`config.mk`:
```
export PLATFORM = sky130hd
export DESIGN_NAME = gradPrewittUnit
export DESIGN_NICKNAME = d
export VERILOG_FILES = /design/src/rtl/gradPkg.sv /design/src/rtl/gradCtrl.sv /design/src/rtl/gradDatapath.sv /design/src/rtl/gradPrewittUnit.sv
export SDC_FILE = /design/constraint.sdc
export NUM_CORES = 1
export LEC_CHECK = 0
export ABC_AREA = 1
export BUFFER_PORTS_ARGS = -buffer_cell sky130_fd_sc_hd__buf_2
export CORE_ASPECT_RATIO = 0.5
export CORE_MARGIN = 8
export CORE_UTILIZATION = 50
export CTS_BUF_LIST = sky130_fd_sc_hd__clkbuf_16
export DETAILED_ROUTE_END_ITERATION = 8
export PLACE_DENSITY_LB_ADDON = 0.15
export SLEW_MARGIN = 10
export SYNTH_ARGS = -nofsm -noshare
export SYNTH_HDL_FRONTEND = slang
export SYNTH_HIERARCHICAL = 1
export SYNTH_SLANG_ARGS = --single-unit
export TNS_END_PERCENT = 5
```
`constraint.sdc`:
```
create_clock -name clk -period 6.7 [get_ports clk]
set_clock_uncertainty 0.05 [all_clocks]
set_input_delay 0 -clock clk [delete_from_list [all_inputs] [get_ports clk]]
set_output_delay 0 -clock clk [all_outputs]
set_load 0.01 [all_outputs]
```
`src/rtl/gradPkg.sv`:
```
package gradPkg;

  typedef struct packed {
    logic load;
    logic fetch;
    logic accum;
  } gradCtrlT;

  localparam int TAPS = 9;

endpackage

```
`src/rtl/gradCtrl.sv`:
```
module gradCtrl
  import gradPkg::*;
#(
  parameter int LATENCY = 33
) (
  input  logic     clk,
  input  logic     rstN,
  input  logic     start,
  output gradCtrlT ctrl,
  output logic     busy,
  output logic     done
);

  localparam int CNT_W = $clog2(LATENCY + 1);

  typedef enum logic [1:0] {ST_IDLE, ST_RUN, ST_DONE} stateT;

  stateT            state;
  logic [CNT_W-1:0] cnt;

  always_ff @(posedge clk) begin
    if (!rstN) begin
      state <= ST_IDLE;
      cnt   <= '0;
    end else begin
      case (state)
        ST_IDLE: if (start) begin
          state <= ST_RUN;
          cnt   <= '0;
        end
        ST_RUN: begin
          cnt <= cnt + 1'b1;
          if (cnt == CNT_W'(LATENCY - 1)) state <= ST_DONE;
        end
        default: state <= ST_IDLE;
      endcase
    end
  end

  always_comb begin
    ctrl.load  = (state == ST_IDLE) && start;
    ctrl.fetch = (state == ST_RUN) && (cnt < CNT_W'(TAPS));
    ctrl.accum = (state == ST_RUN) && (cnt >= CNT_W'(1)) && (cnt <= CNT_W'(TAPS));
  end

  assign busy = (state != ST_IDLE);
  assign done = (state == ST_DONE);

endmodule

```
`src/rtl/gradDatapath.sv`:
```
module gradDatapath
  import gradPkg::*;
#(
  parameter int PIX_W  = 8,
  parameter int IMG_W  = 64,
  parameter int IMG_H  = 48,
  parameter int X_W    = 6,
  parameter int Y_W    = 6,
  parameter int GRAD_W = 11
) (
  input  logic                     clk,
  input  logic                     rstN,
  input  gradCtrlT                 ctrl,
  input  logic [X_W-1:0]           pixX,
  input  logic [Y_W-1:0]           pixY,
  input  logic [PIX_W-1:0]         memData,
  output logic [X_W-1:0]           memX,
  output logic [Y_W-1:0]           memY,
  output logic signed [GRAD_W-1:0] gradX,
  output logic signed [GRAD_W-1:0] gradY
);

  logic [X_W-1:0]           baseX;
  logic [Y_W-1:0]           baseY;
  logic [3:0]               fetchTap;
  logic [3:0]               accTap;
  logic signed [GRAD_W-1:0] accX;
  logic signed [GRAD_W-1:0] accY;
  logic signed [GRAD_W-1:0] pixExt;
  int                       nx;
  int                       ny;
  int                       accCol;
  int                       accRow;

  // Neighbour address: column = tap mod 3, row = tap div 3, both offset by -1, clamped to the image.
  always_comb begin
    nx = int'(baseX) + (int'(fetchTap) % 3) - 1;
    ny = int'(baseY) + (int'(fetchTap) / 3) - 1;
    if (nx < 0) nx = 0;
    else if (nx > IMG_W - 1) nx = IMG_W - 1;
    if (ny < 0) ny = 0;
    else if (ny > IMG_H - 1) ny = IMG_H - 1;
    memX = X_W'(nx);
    memY = Y_W'(ny);
  end

  always_comb begin
    accCol = int'(accTap) % 3;
    accRow = int'(accTap) / 3;
    pixExt = $signed({{(GRAD_W - PIX_W){1'b0}}, memData});
  end

  always_ff @(posedge clk) begin
    if (!rstN) begin
      baseX    <= '0;
      baseY    <= '0;
      fetchTap <= '0;
      accTap   <= '0;
      accX     <= '0;
      accY     <= '0;
    end else if (ctrl.load) begin
      baseX    <= pixX;
      baseY    <= pixY;
      fetchTap <= '0;
      accTap   <= '0;
      accX     <= '0;
      accY     <= '0;
    end else begin
      if (ctrl.fetch) fetchTap <= fetchTap + 1'b1;
      if (ctrl.accum) begin
        accTap <= accTap + 1'b1;
        if (accCol == 2)      accX <= accX + pixExt;
        else if (accCol == 0) accX <= accX - pixExt;
        if (accRow == 2)      accY <= accY + pixExt;
        else if (accRow == 0) accY <= accY - pixExt;
      end
    end
  end

  assign gradX = accX;
  assign gradY = accY;

endmodule

```
`src/rtl/gradPrewittUnit.sv`:
```
module gradPrewittUnit
  import gradPkg::*;
#(
  parameter  int PIX_W   = 8,
  parameter  int IMG_W   = 64,
  parameter  int IMG_H   = 48,
  parameter  int LATENCY = 33,
  localparam int X_W     = $clog2(IMG_W),
  localparam int Y_W     = $clog2(IMG_H),
  localparam int GRAD_W  = PIX_W + 3
) (
  input  logic                     clk,
  input  logic                     rstN,
  input  logic                     start,
  input  logic [X_W-1:0]           pixX,
  input  logic [Y_W-1:0]           pixY,
  output logic                     busy,
  output logic                     done,
  output logic signed [GRAD_W-1:0] gradX,
  output logic signed [GRAD_W-1:0] gradY,
  output logic                     memRd,
  output logic [X_W-1:0]           memX,
  output logic [Y_W-1:0]           memY,
  input  logic [PIX_W-1:0]         memData
);

  gradCtrlT ctrl;

  gradCtrl #(.LATENCY(LATENCY)) u_ctrl (
    .clk  (clk),
    .rstN (rstN),
    .start(start),
    .ctrl (ctrl),
    .busy (busy),
    .done (done)
  );

  gradDatapath #(
    .PIX_W (PIX_W),
    .IMG_W (IMG_W),
    .IMG_H (IMG_H),
    .X_W   (X_W),
    .Y_W   (Y_W),
    .GRAD_W(GRAD_W)
  ) u_dp (
    .clk    (clk),
    .rstN   (rstN),
    .ctrl   (ctrl),
    .pixX   (pixX),
    .pixY   (pixY),
    .memData(memData),
    .memX   (memX),
    .memY   (memY),
    .gradX  (gradX),
    .gradY  (gradY)
  );

  assign memRd = ctrl.fetch;

endmodule

```
==> flow_metrics.env <==
export IMPL_ys_ff_latch=50
export IMPL_core_area_sq_um=13400
export IMPL_synth_top_family_by_area="simple AND/OR/NAND/NOR gates"
export IMPL_yosysWarnings=6
export IMPL_synth_mux_area_frac=0.001477
export IMPL_finalSetupTns_ns=0
export IMPL_n_antenna_cell=0
export IMPL_sw_frac_of_total=0.4224
export IMPL_drc=0
export IMPL_fin_crit_ns=5.856
export IMPL_die_area_sq_um=17770
export IMPL_status="finished clean"
export IMPL_place_congestion=0.9570
export IMPL_clk_pin_slew_worst_paths_ns=0.07
export IMPL_synthAdderAreaFrac=0.1669
export IMPL_finalCritPeriodShare=0.8740
export IMPL_worst_slack_ns=0.8440
export IMPL_track_usage=0.1943
export IMPL_syn_num_nets=1207
export IMPL_worst_pin_slew_ns=0.6084
export IMPL_start_util=0.5059
export IMPL_p_leak_uw=0.004185
export IMPL_synth_simple_gate_area_frac=0.3160
export IMPL_cts_tree="yes"
export IMPL_required_ns=6.65
export IMPL_grt_ovfl_total=0
export IMPL_drive_above_1_share=0.1109
export IMPL_syn_to_final_growth_pct=10.61
export IMPL_hold_viol=0
export IMPL_root_buffer="clkbuf_16"
export IMPL_setup_viol=0
export IMPL_syn_inst=1096
export IMPL_ant_nets=0
export IMPL_grt_max_degree=25
export IMPL_comb_power_share=0.515
export IMPL_die_h_um=98.34
export IMPL_io_pins=60
export IMPL_grt_pass1_wl_um=29750
export IMPL_grt_pass1_vias=6772
export IMPL_dpl_worst_slack_ns=0.9157
export IMPL_crit_slowest_cell="nor2_2"
export IMPL_avgSynthCellArea_sq_um=6.185
export IMPL_power_frac_clock=0.208
export IMPL_endpoint_kind="output pin"
export IMPL_antenna_found_initial=0
export IMPL_rsz0062_at_grt="no"
export IMPL_synth_yosys_seq_area_share=0.1477
export IMPL_hold_path_class="in2reg"
export IMPL_holdPathStages=3
export IMPL_switchingPower_uw=504.0
export IMPL_power_density_nw_per_um2=159.1
export IMPL_max_stage_delay_ns=0.40
export IMPL_vias=6902
export IMPL_whs_ns=0.02860
export IMPL_cts_buffer_depth=2
export IMPL_synth_async_sr_flop_share=0
export IMPL_synth_xor_area_frac=0.06958
export IMPL_postCtsSetupRepairBufs=0
export IMPL_fp_dieW_um=180.7
export IMPL_drt_vias_per_instance=5.155
export IMPL_io_buffers=59
export IMPL_cts_buffers_inserted=5
export IMPL_synth_area_sq_um=6779
export IMPL_wl_per_cell_um=12.87
export IMPL_fillers=1352
export IMPL_reg2regPathDepth=37
export IMPL_path_class="reg2out"
export IMPL_rows=30
export IMPL_hpwl_um=14080
export IMPL_cap_violations=0
export IMPL_critPathMaxFanout=11
export IMPL_dr_pass1_iters=5
export IMPL_drtIter0Drc=345
export IMPL_cp_arrival_ns=5.81
export IMPL_vdd_drop_max_uv=93.09
export IMPL_wl_um=17230
export IMPL_numClockSinks=50
export IMPL_insertion_delay_ns=0.29
export IMPL_synth_edf_count=0
export IMPL_netlist_cell_type_count=49
export IMPL_slew_headroom=0.5893
export IMPL_synth_compound_area_frac=0.1737
export IMPL_fmax_ghz=0.1708
export IMPL_power_frac_seq=0.277
export IMPL_htreeDepth=2
export IMPL_final_nets=1274
export IMPL_p_int_uw=689.2
export IMPL_ys_dominant_reg_cell="dfxtp_1"
export IMPL_cp_start_kind="flip-flop"
export IMPL_maxSlewViolCount=0
==> what timing repair did <==
| item | 4_1_cts | 5_1_grt |
|---|---|---|
| hold buffers | 12 | 0 |
| resized for setup | 0 | 1 |
| endpoints found under the hold margin | 12 | 0 |
| setup endpoints to repair | 0 | 3 |
==> sequential cells by signal, summed over array words and instances (netlist names) <==
signal and flops:
u_dp/fetchTap 4, u_dp/gradX 11, u_dp/gradY 11, u_ctrl/cnt 6, u_dp/baseX 6, u_dp/accTap 4, u_ctrl/state 2, u_dp/baseY 6
==> cell usage after synthesis, types with 3 or more instances <==
cell | n | area share
buf_2 | 4 | 0.0030
xor2_1 | 32 | 0.041
a211oi_1 | 4 | 0.0044
xnor2_1 | 20 | 0.026
a31oi_1 | 3 | 0.0028
o21bai_1 | 10 | 0.011
buf_6 | 3 | 0.0050
nand4_1 | 23 | 0.021
nor2_2 | 10 | 0.0092
nand2_1 | 227 | 0.13
ha_1 | 84 | 0.16
nand3_2 | 4 | 0.0059
a21oi_1 | 85 | 0.063
clkbuf_1 | 7 | 0.0039
a21oi_2 | 6 | 0.0078
a21o_1 | 4 | 0.0044
nand3_4 | 3 | 0.0078
o21ai_0 | 69 | 0.051
nand3b_1 | 5 | 0.0055
nor2_1 | 118 | 0.065
inv_1 | 191 | 0.11
nor3_1 | 14 | 0.010
nand2_2 | 10 | 0.0092
dfxtp_1 | 50 | 0.15
fa_1 | 4 | 0.012
nand3_1 | 48 | 0.035
o21ai_1 | 18 | 0.013
inv_2 | 11 | 0.0061
==> stage by stage <==
stage / cell area [sq um] / cells / utilization / total power [uW]
final: 7498 / 1339 / 0.5596 / 1193
after global routing: 7498 / 1339 / 0.5596 / 1301
after CTS: 7496 / 1339 / 0.5594 / 1204
after detailed placement: 7237 / 1320 / 0.5401 / 942.8
after global placement: 7237 / 1320 / 0.5401 / 938.8
after floorplan: 6779 / 1096 / - / 788.4
==> kinds of logic after synthesis <==
family          count (synthesis)
compound gates                211
xor+xnor                       53
fa+ha+maj                      88
buf+inv                       218
flops                          50
mux                             1
simple gates                  475
==> layout make-up <==
type,instances,area [sq um],share of cell area
Inverter,204,765.7,0.1021
Clock buffer,5,125.1,0.01669
Sequential cell,50,1001,0.1335
Tap cell,176,220.2,0.02937
Timing Repair Buffer,74,437.9,0.05840
Clock inverter,2,13.76,0.001835
Multi-Input combinational cell,828,4935,0.6581
==> worst max-delay path, delay by kind of cell (launching register included) <==
family,cells,cell delay [ns]
AO/OA/AOI/OAI,4,0.92
XOR/XNOR,2,0.45
adder cells (fa/ha/maj),4,1.14
buffers and inverters,5,0.49
flip-flops,1,0.37
AND/OR/NAND/NOR,13,2.15
==> layout by cell type, fill, tap and decap left out, types with 11 or more instances in the layout <==
| cell | count |
|---|---|
| a21oi_1 | 85 |
| buf_2 | 59 |
| dfxtp_1 | 50 |
| dlygate4sd3_1 | 12 |
| ha_1 | 84 |
| inv_1 | 191 |
| inv_2 | 11 |
| nand2_1 | 227 |
| nand3_1 | 48 |
| nand4_1 | 23 |
| nor2_1 | 117 |
| nor2_2 | 11 |
| nor3_1 | 14 |
| o21ai_0 | 69 |
| o21ai_1 | 18 |
| xnor2_1 | 20 |
| xor2_1 | 32 |
==> metal layers <==
layer,vias to the layer above,share of wire,GRT usage
met5,-,0,0
met4,0,0.021,0.06313
met1,3051,0.49,0.2437
met2,135,0.45,0.3363
met3,33,0.042,0.03038
li1,3683,-,-
==> final timing paths <==
kind	to	slack, ns	startpoint
worst max-delay path	memX[2]	0.84	u_dp/fetchTap[3]
worst min register to register	u_dp/baseY[0]	0.41	u_dp/baseY[0]
worst max register to register	u_dp/gradX[10]	1.91	u_dp/accTap[2]
worst min-delay path	u_ctrl/state[0]	0.03	start
==> power groups by stage <==
stage                     Combinational, uW  Sequential [uW]  Clock (uW)
after CTS                               615              331         258
after global placement                  602              337           0
final                                   614              331         248
after global routing                    697              334         270
after floorplan                         450              339           0
after detailed placement                605              338           0
No activity file was read; power rests on OpenSTA's default activity.
